==> src/rtl/mbc_pkg.sv <==
package mbc_pkg;
  typedef enum logic [2:0] {
    ST_IDLE,
    ST_T1,
    ST_T2,
    ST_T3,
    ST_TW,
    ST_T4,
    ST_HLD
  } bus_st_e;

  typedef enum logic [1:0] {
    LANE_LO,
    LANE_HI,
    LANE_BOTH
  } lane_e;
endpackage

==> src/rtl/mbc_plan.sv <==
// Works out address, bank enable, lane and write data of the current bus cycle.
module mbc_plan
  import mbc_pkg::*;
#(
  parameter int AW  = 20,
  parameter int DW  = 16,
  parameter int IOW = 16
) (
  input  logic [AW-1:0] base_addr,
  input  logic          is_mem,
  input  logic          is_word,
  input  logic          second,
  input  logic [DW-1:0] wdata,
  output logic [AW-1:0] cyc_addr,
  output logic          bhe_n,
  output lane_e         lane,
  output logic          split,
  output logic [DW-1:0] drv_data
);
  localparam int BW = DW / 2;

  logic [AW-1:0] raw;
  logic [BW-1:0] one_byte;

  assign raw   = second ? (base_addr + AW'(1)) : base_addr;
  assign split = is_word && base_addr[0];

  generate
    if (IOW < AW) begin : g_iomask
      always_comb cyc_addr = is_mem ? raw : {{(AW-IOW){1'b0}}, raw[IOW-1:0]};
    end else begin : g_nomask
      always_comb cyc_addr = raw;
    end
  endgenerate

  always_comb begin
    if (is_word && !base_addr[0]) lane = LANE_BOTH;
    else if (second)              lane = LANE_LO;
    else if (base_addr[0])        lane = LANE_HI;
    else                          lane = LANE_LO;
  end

  assign bhe_n    = (lane == LANE_LO);
  assign one_byte = second ? wdata[DW-1:BW] : wdata[BW-1:0];
  assign drv_data = (lane == LANE_BOTH) ? wdata : {one_byte, one_byte};
endmodule

==> src/rtl/mbc_fsm.sv <==
// T-state sequencer: T1, T2, T3, wait states, T4, plus bus grant.
module mbc_fsm
  import mbc_pkg::*;
(
  input  logic    clk,
  input  logic    rst,
  input  logic    req_fire,
  input  logic    split,
  input  logic    is_write,
  input  logic    hold,
  input  logic    ready,
  output bus_st_e state,
  output logic    second,
  output logic    cap,
  output logic    done
);
  bus_st_e nxt;
  logic    last_half;

  assign last_half = !split || second;

  always_comb begin
    nxt = state;
    unique case (state)
      ST_IDLE: begin
        if (hold)          nxt = ST_HLD;
        else if (req_fire) nxt = ST_T1;
      end
      ST_T1:        nxt = ST_T2;
      ST_T2:        nxt = ST_T3;
      ST_T3, ST_TW: nxt = ready ? ST_T4 : ST_TW;
      ST_T4:        nxt = last_half ? ST_IDLE : ST_T1;
      ST_HLD:       if (!hold) nxt = ST_IDLE;
      default:      nxt = ST_IDLE;
    endcase
  end

  always_ff @(posedge clk) begin
    if (rst) begin
      state  <= ST_IDLE;
      second <= 1'b0;
      done   <= 1'b0;
    end else begin
      state <= nxt;
      done  <= (state == ST_T4) && last_half;
      if (req_fire)                           second <= 1'b0;
      else if (state == ST_T4 && !last_half)  second <= 1'b1;
    end
  end

  assign cap = (state == ST_T3 || state == ST_TW) && ready && !is_write;
endmodule

==> src/rtl/mbc_merge.sv <==
// Captures read bytes from the proper lane into the returned word.
module mbc_merge
  import mbc_pkg::*;
#(
  parameter int DW = 16
) (
  input  logic          clk,
  input  logic          rst,
  input  logic          clr,
  input  logic          cap,
  input  lane_e         lane,
  input  logic          second,
  input  logic [DW-1:0] bus_in,
  output logic [DW-1:0] rdata
);
  localparam int BW = DW / 2;

  always_ff @(posedge clk) begin
    if (rst || clr) begin
      rdata <= '0;
    end else if (cap) begin
      unique case (lane)
        LANE_BOTH: rdata <= bus_in;
        LANE_HI:   rdata[BW-1:0] <= bus_in[DW-1:BW];
        default: begin
          if (second) rdata[DW-1:BW] <= bus_in[BW-1:0];
          else        rdata[BW-1:0]  <= bus_in[BW-1:0];
        end
      endcase
    end
  end
endmodule

==> src/rtl/mux_bus_ctrl.sv <==
module mux_bus_ctrl
  import mbc_pkg::*;
#(
  parameter int ADDR_W = 20,
  parameter int DATA_W = 16,
  parameter int IO_W   = 16
) (
  input  logic                     clk,
  input  logic                     rst,
  input  logic                     req_valid,
  output logic                     req_ready,
  input  logic [ADDR_W-1:0]        req_addr,
  input  logic                     req_mem,
  input  logic                     req_write,
  input  logic                     req_word,
  input  logic [DATA_W-1:0]        req_wdata,
  output logic                     rsp_valid,
  output logic [DATA_W-1:0]        rsp_rdata,
  output logic [DATA_W-1:0]        ad_out,
  input  logic [DATA_W-1:0]        ad_in,
  output logic                     ad_oe,
  output logic [ADDR_W-DATA_W-1:0] a_hi,
  output logic                     ale,
  output logic                     rd_n,
  output logic                     wr_n,
  output logic                     m_io,
  output logic                     dt_r,
  output logic                     den_n,
  output logic                     bhe_n,
  input  logic                     ready,
  input  logic                     hold,
  output logic                     hlda
);
  localparam int HI_W = ADDR_W - DATA_W;

  bus_st_e           state;
  logic              fire, second, cap, split, busy, strobe_ph, plan_bhe_n;
  lane_e             lane;
  logic [ADDR_W-1:0] r_addr, cyc_addr;
  logic [DATA_W-1:0] r_wdata, drv_data;
  logic              r_mem, r_write, r_word;

  assign req_ready = (state == ST_IDLE) && !hold;
  assign fire      = req_valid && req_ready;

  always_ff @(posedge clk) begin
    if (rst) begin
      r_addr  <= '0;
      r_wdata <= '0;
      r_mem   <= 1'b0;
      r_write <= 1'b0;
      r_word  <= 1'b0;
    end else if (fire) begin
      r_addr  <= req_addr;
      r_wdata <= req_wdata;
      r_mem   <= req_mem;
      r_write <= req_write;
      r_word  <= req_word;
    end
  end

  mbc_plan #(.AW(ADDR_W), .DW(DATA_W), .IOW(IO_W)) u_plan (
    .base_addr (r_addr),
    .is_mem    (r_mem),
    .is_word   (r_word),
    .second    (second),
    .wdata     (r_wdata),
    .cyc_addr  (cyc_addr),
    .bhe_n     (plan_bhe_n),
    .lane      (lane),
    .split     (split),
    .drv_data  (drv_data)
  );

  mbc_fsm u_fsm (
    .clk      (clk),
    .rst      (rst),
    .req_fire (fire),
    .split    (split),
    .is_write (r_write),
    .hold     (hold),
    .ready    (ready),
    .state    (state),
    .second   (second),
    .cap      (cap),
    .done     (rsp_valid)
  );

  mbc_merge #(.DW(DATA_W)) u_merge (
    .clk    (clk),
    .rst    (rst),
    .clr    (fire),
    .cap    (cap),
    .lane   (lane),
    .second (second),
    .bus_in (ad_in),
    .rdata  (rsp_rdata)
  );

  assign busy      = (state == ST_T1) || (state == ST_T2) || (state == ST_T3) ||
                     (state == ST_TW) || (state == ST_T4);
  assign strobe_ph = (state == ST_T2) || (state == ST_T3) || (state == ST_TW);

  assign ale    = (state == ST_T1);
  assign ad_oe  = ale || (r_write && (strobe_ph || state == ST_T4));
  assign ad_out = ale ? cyc_addr[DATA_W-1:0] : drv_data;
  assign a_hi   = ale ? cyc_addr[ADDR_W-1:DATA_W] : {HI_W{1'b0}};
  assign rd_n   = !(strobe_ph && !r_write);
  assign wr_n   = !(strobe_ph && r_write);
  assign den_n  = !strobe_ph;
  assign m_io   = busy && r_mem;
  assign dt_r   = busy && r_write;
  assign bhe_n  = busy ? plan_bhe_n : 1'b1;
  assign hlda   = (state == ST_HLD);
endmodule

==> config.mk <==
export PLATFORM = sky130hd
export DESIGN_NAME = mux_bus_ctrl
export DESIGN_NICKNAME = d
export VERILOG_FILES = /design/src/rtl/mbc_pkg.sv /design/src/rtl/mbc_plan.sv /design/src/rtl/mbc_fsm.sv /design/src/rtl/mbc_merge.sv /design/src/rtl/mux_bus_ctrl.sv
export SDC_FILE = /design/constraint.sdc
export NUM_CORES = 1
export LEC_CHECK = 0
export BUFFER_PORTS_ARGS = -buffer_cell sky130_fd_sc_hd__buf_4
export CAP_MARGIN = 20
export CORE_MARGIN = 8
export CORE_UTILIZATION = 55
export DETAILED_ROUTE_END_ITERATION = 10
export PLACE_DENSITY = 0.84
export SYNTH_ARGS = -nofsm -noshare
export SYNTH_HDL_FRONTEND = slang
export SYNTH_SLANG_ARGS = --single-unit
==> constraint.sdc <==
create_clock -name clk -period 4.57 [get_ports clk]
set_input_delay 0.457 -clock clk [delete_from_list [all_inputs] [get_ports clk]]
set_output_delay 0.457 -clock clk [all_outputs]
set_load 0.05 [all_outputs]
==> results of run 1 <==
-- worst paths after layout --
path / to / depth (start not counted)
worst max-delay path: a_hi[0] / 5
worst min-delay path: r_addr[18]$_SDFFE_PP0P_ / 3
worst max register to register: u_merge.rdata[1]$_SDFFE_PP0P_ / 5
worst min register to register: r_wdata[1]$_SDFFE_PP0P_ / 2
-- synthesized netlist by cell type, types with 3 or more instances --
cell type,count
nand2_1,105
a21oi_1,62
dfxtp_1,60
mux2i_1,32
clkbuf_1,18
nor3_1,16
nor2_1,13
nor2b_1,13
xnor2_1,12
a2111oi_0,9
buf_2,9
a311oi_1,8
nand3_1,7
o21ai_0,6
inv_1,5
nand2b_1,5
nand4_1,4
and2_1,3
nor4_1,3
-- worst max-delay path, cell delays in order (launching register included) --
cell and delay, ns:
dfxtp_1 0.41, nand4_1 0.41, or4_4 0.68, or4_1 0.41
o21ai_1 0.09, buf_4 0.21
-- power by group through the flow --
| stage | combinational [W] | sequential [W] | clock, W |
|---|---|---|---|
| final | 0.000454 | 0.000618 | 0.000420 |
| after global routing | 0.000488 | 0.000625 | 0.000448 |
| after CTS | 0.000456 | 0.000616 | 0.000424 |
| after detailed placement | 0.000453 | 0.000627 | 0 |
| after global placement | 0.000447 | 0.000624 | 0 |
| after floorplan | 0.000303 | 0.000633 | 0 |
-- flip-flops by register name, summed over array words and instances (netlist names) --
register	cells
r_addr	20
r_wdata	16
u_merge.rdata	16
u_fsm.state	3
r_mem	1
r_word	1
r_write	1
u_fsm.done	1
u_fsm.second	1
-- cell type report --
class,instances,area share [%]
timing repair buffer,109,19.25
tap,75,2.207
sequential,60,28.25
clock inverter,2,0.2354
multi-input combinational,330,45.88
clock buffer,13,3.737
inverter,5,0.4414
-- cell families (layout without fill, tap and decap cells) --
kind of cell	count (synthesis)	after routing	share of synthesized area, %
mux	32	32	9.715
compound gates	96	96	17.31
fa+ha+maj	2	2	0.7589
flops	60	60	36.43
simple gates	187	187	27.78
buf+inv	35	129	4.554
xor+xnor	13	13	3.454
-- per-stage QoR --
step / power (W) / instance area (µm²) / util (%) / instances / setup WS (ns)
after detailed placement: 0.001081 / 4083 / 69.78 / 579 / 1.911
after floorplan: 0.0009364 / 3297 / - / 425 / 1.602
after CTS: 0.001496 / 4252 / 72.67 / 594 / 1.561
final: 0.001492 / 4252 / 72.67 / 594 / 1.574
after global routing: 0.001561 / 4252 / 72.67 / 594 / 1.365
after global placement: 0.001070 / 4083 / 69.78 / 579 / 1.970
-- routing by layer --
metal / share of wire [%] / GRT usage, %
met1: 42 / 27.56
met2: 47 / 36.96
met3: 8.7 / 5.929
met4: 2.0 / 8.456
met5: 0 / 0
==> flow_summary_export.csv, run 1 <==
group,metric,value,unit
yosys,ys_ff_latch,60,
yosys,yosys.area.top_type,"dfxtp_1",
cells_and_area,diodes,0,
clock_tree,cts.sinks,60,
placed_design,portBuffers,106,
worst_setup_path,arrival,2.54,ns
yosys,ys.flop_type,"dfxtp_1",
timing,max_clock_freq,333.8,MHz
cells_and_area,multiInputGateArea,0.001951,mm²
yosys,synth_cell_types,48,
timing,slew_headroom,45.47,%
clock_tree,hold_buffers,0,
cells_and_area,syn2layout_area_growth,28.96,%
power_and_ir_drop,clockPowerShare,28.2,%
timing,setup_viol,0,
drt,vias,3381,
yosys,yosys_warnings,0,
drt,drt_iter0_markers,193,
global_routing,grt_usage,22.55,%
clock_tree,ctsResizeCount,0,
global_routing,grt_pass1_wl,15990,µm
timing,fin_crit_sh,65.55,%
drt,drc,0,
yosys,ys_seq_area_share,36.43,%
die,die_h,93.43,µm
power_and_ir_drop,pwr-share-comb,30.4,%
timing,worst_pin_slew,0.7973,ns
worst_hold_path,hold_class,"in -> reg",
drt,ant_nets,0,
power_and_ir_drop,swShare,36.33,%
die,rows,28,
clock_tree,cts_buffers,9,
yosys,ys_async_sr_fraction,0,%
clock_tree,cts_root_buf,"clkbuf_8",
placed_design,dp_hpwl,7228,µm
timing,tns,0,ns
power_and_ir_drop,p_per_area,350.8,mW/mm²
timing,slew_viol_final,0,
power_and_ir_drop,seq_power_share,41.4,%
drt,viasPerCell,5.692,
worst_setup_path,critPathLaunch,"r_addr[3]$_SDFFE_PP0P_",
cells_and_area,layout_commonest_cell,"buf_4",
timing,skew,0.009096,ns
worst_setup_path,worst_setup_path_end_kind,"output pin",
drt,first_pass_iters,5,
global_routing,grt_pass1_vias,3228,
cells_and_area,finalNetCount,577,
clock_tree,ctsLongestPathBuffers,2,
die,die_w,93.43,µm
clock_tree,clkTransAtPathRegs,0.07,ns
cells_and_area,final_cell_mix,"buf_4 (109), nand2_1 (105), a21oi_1 (62), dfxtp_1 (60), mux2i_1 (32)",
worst_setup_path,criticalPathCategory,"reg -> out",
clock_tree,post_cts_buffers,0,
power_and_ir_drop,ir_worst_vdd,0.1845,mV
yosys,synthTopCellsByArea,"dfxtp_1 (36%), nand2_1 (12%), mux2i_1 (9.7%)",
yosys,synth_nets,487,
timing,fin_crit,2.996,ns
job,drv_cap,0,
drt,wl,9769,µm
cells_and_area,drive_gt1_share,25.63,%
die,core,0.005851,mm²
worst_setup_path,worstPathMaxFanout,11,
yosys,synth-edff-count,0,
timing,finalHoldViolCount,0,
clock_tree,htreeDepth,3,
status,status,"completed",
power_and_ir_drop,internal_power,0.0009497,W
yosys,syn_area,0.003297,mm²
cells_and_area,seq_area,0.001201,mm²
clock_tree,cts_tree,"done",
power_and_ir_drop,p_switching,0.0005419,W
power_and_ir_drop,p_leak,1.729,nW
timing,rsz0062_at_grt,"false",
placed_design,gp_congestion,0.8921,
die,io_pins,107,
global_routing,grt.overflow.total,0,
worst_setup_path,rrSetupSlack,2.14,ns
worst_setup_path,r2r-start,"u_fsm.second$_SDFFE_PP0P_",
worst_hold_path,worstHoldStart,"req_addr[18]",
worst_setup_path,crit_required,4.11,ns
yosys,synth_top_area_share,36.43,%
cells_and_area,fillers,460,
global_routing,antenna_found_initial,0,
yosys,synthCells,425,
die,dieArea,0.008728,mm²
drt,wl_per_cell,16.45,µm
yosys,avgSynthCellArea,7.757,µm²
global_routing,grt_max_degree,45,
worst_setup_path,startpoint_type,"register",
die,start_util,56.35,%
clock_tree,clock_latency,0.34,ns
timing,whs,0.3642,ns
Note: power is estimated with default switching activity, not from simulation.
==> run 2: changes to the inputs <==
ABC_AREA = 1   (was default)
CORE_UTILIZATION = 52   (was 55)
PLACE_DENSITY = 0.78   (was 0.84)
clock period = 2.9 ns   (was 4.57 ns; I/O delays follow)
==> flow_summary_export.csv, run 2 <==
group,metric,value,unit
status,status,"completed",
timing,finalHoldViolCount,0,
cells_and_area,diodes,0,
job,drv_cap,0,
worst_setup_path,path_cells,"inv_2 > nand2_2 > inv_2 > nor2_4 > inv_2 > nor2_1 > o21ai_0 > o21ai_1 > buf_4",
placed_design,dp_hpwl,8186,µm
timing,setup_viol,0,
global_routing,grt.overflow.total,0,
drt,wl,10770,µm
clock_tree,cts_tree,"done",
drt,vias,3748,
power_and_ir_drop,ir_worst_vdd,0.4672,mV
worst_setup_path,path_common_cell,"inv_2",
yosys,synth-edff-count,0,
worst_setup_path,arrival,2.08,ns
yosys,yosys.area.top_type,"dfxtp_1",
cells_and_area,finalNetCount,685,
yosys,synth_top_area_share,32.80,%
yosys,ys_seq_area_share,32.80,%
timing,max_clock_freq,421.1,MHz
drt,ant_nets,0,
timing,slew_viol_final,0,
die,start_util,53.90,%
yosys,ys_ff_latch,60,
cells_and_area,layout_commonest_cell,"nand2_1",
cells_and_area,drive_gt1_share,30.73,%
clock_tree,cts_root_buf,"clkbuf_8",
power_and_ir_drop,power,0.004018,W
yosys,syn_area,0.003662,mm²
worst_setup_path,r2r_cells,8,
die,die_w,99.92,µm
cells_and_area,final_cell_mix,"nand2_1 (114), buf_4 (108), dfxtp_1 (60), inv_1 (59), a21oi_1 (45)",
die,core,0.006794,mm²
worst_setup_path,rrSetupSlack,0.96,ns
global_routing,antenna_found_initial,0,
cells_and_area,top_regs,"r_addr: 20 flops, r_wdata: 16 flops, u_merge.rdata: 16 flops",
clock_tree,ctsLongestPathBuffers,2,
die,die_h,99.92,µm
clock_tree,ctsResizeCount,0,
placed_design,place_area,0.004404,mm²
yosys,synth_cell_types,40,
global_routing,grt_pass1_wl,17440,µm
die,rows,30,
timing,worst_pin_slew,0.5787,ns
clock_tree,hold_buffers,0,
worst_hold_path,hold_class,"in -> reg",
yosys,synth_most_common_cell,"nand2_1",
power_and_ir_drop,p_per_area,868.1,mW/mm²
clock_tree,clkTransAtPathRegs,0.07,ns
yosys,synthCells,527,
drt,viasPerCell,5.177,
global_routing,grt_usage,21.57,%
clock_tree,cts.sinks,60,
power_and_ir_drop,p_leak,2.055,nW
worst_setup_path,startpoint_type,"register",
worst_setup_path,cpPeakStageDelay,0.36,ns
worst_setup_path,criticalPathCategory,"reg -> out",
timing,fin_crit_sh,81.89,%
placed_design,placed_cells,708,
global_routing,grt_pass1_vias,3615,
worst_hold_path,hold_depth,2,
global_routing,grt_max_degree,73,
worst_setup_path,crit_required,2.61,ns
drt,first_pass_iters,4,
drt,drt_iter0_markers,185,
cells_and_area,final_cells,724,
timing,rsz0062_at_grt,"false",
timing,fin_crit,2.375,ns
yosys,ys_async_sr_fraction,0,%
cells_and_area,largest_reg_flops,20,
cells_and_area,fin_area,0.004628,mm²
die,dieArea,0.009984,mm²
yosys,avgSynthCellArea,6.949,µm²
yosys,yosys_warnings,0,
cells_and_area,final_core_util,68.12,%
clock_tree,cts_buffers,9,
clock_tree,htreeDepth,3,
drt,drc,0,
yosys,ys_top_cells_by_count,"nand2_1 (114), dfxtp_1 (60), inv_1 (59)",
yosys,synthTopCellsByArea,"dfxtp_1 (33%), nand2_1 (12%), a21oi_1 (6.1%)",
yosys,ys.flop_type,"dfxtp_1",
timing,tns,0,ns
worst_setup_path,slowest_stage,"dfxtp_1",
worst_setup_path,worstPathMaxFanout,13,
clock_tree,post_cts_buffers,0,
timing,skew,0.01385,ns
timing,slew_headroom,61.42,%
cells_and_area,regMostFlops,"r_addr",
yosys,synth_nets,589,
placed_design,gp_congestion,0.8851,
worst_setup_path,worst_setup_path_end_kind,"output pin",
cells_and_area,syn2layout_area_growth,26.38,%
placed_design,portBuffers,106,
clock_tree,clock_latency,0.35,ns
die,io_pins,107,
drt,wl_per_cell,14.88,µm
## run 2: cell types whose count changed after synthesis, sizes merged, moves of 8 or more
cell / before / now
mux2i: 32 / 8
nand2: 105 / 136
nor3: 17 / 4
xnor2: 12 / 0
a311oi: 8 / 0
nor2b: 13 / 0
a2111oi: 9 / 0
nor2: 14 / 74
a21oi: 62 / 52
o21ai: 8 / 55
inv: 5 / 64
clkbuf: 18 / 5
nand3: 8 / 29
## run 2: kinds of logic after synthesis
| group | count (synthesis) | synth area share [%] |
|---|---|---|
| buffers and inverters | 87 | 11.85 |
| adder cells (fa/ha/maj) | 2 | 0.6832 |
| flip-flops | 60 | 32.80 |
| XOR/XNOR | 5 | 1.196 |
| AO/OA/AOI/OAI | 115 | 16.98 |
| multiplexers | 8 | 2.187 |
| AND/OR/NAND/NOR | 250 | 34.30 |
## run 2: area by class of cell
cell class	instances	area, µm²
tap	96	120.1
inverter	64	245.2
fill	611	2166
multi-input combinational	380	2027
timing repair buffer	108	810.8
clock buffer	10	137.6
clock inverter	6	86.33
sequential	60	1201
## run 2: path summary, 6_finish.rpt
| path | startpoint | end |
|---|---|---|
| setup / recovery | r_addr[0]$_SDFFE_PP0P_ | ad_out[10] |
| hold / removal | rst | r_addr[9]$_SDFFE_PP0P_ |
| setup reg to reg | u_fsm.second$_SDFFE_PP0P_ | u_merge.rdata[12]$_SDFFE_PP0P_ |
| hold reg to reg | r_mem$_SDFFE_PP0P_ | r_mem$_SDFFE_PP0P_ |
## run 2: metal layers
metal | vias up | part of all wire (%) | track usage [%]
met3 | 21 | 7.5 | 5.467
met1 | 1693 | 42 | 24.80
met5 | - | 0 | 0
met2 | 153 | 48 | 36.48
met4 | 0 | 2.7 | 10.24
li1 | 1881 | - | -
## run 2: where the power goes
| group | internal (W) | leakage (nW) | switching, W |
|---|---|---|---|
| Clock | 0.000507 | 0.113 | 0.000365 |
| Sequential | 0.000989 | 0.489 | 0.000142 |
| Combinational | 0.000603 | 1.45 | 0.00141 |
| Total | 0.00210 | 2.06 | 0.00192 |
## run 2: worst max-delay path: cells and delay by family (launching register included)
family,cells,cell delay (ns)
buffers and inverters,4,0.71
flip-flops,1,0.36
AO/OA/AOI/OAI,2,0.38
AND/OR/NAND/NOR,3,0.28
## run 2: through the flow
step / worst slack [ns] / hold WS, ns
after floorplan: 0.3903 / 0.4414
final: 0.5252 / 0.2025
after global placement: 0.9730 / 0.4649
after global routing: 0.4067 / 0.2096
after CTS: 0.5437 / 0.1969
after detailed placement: 0.9401 / 0.4734
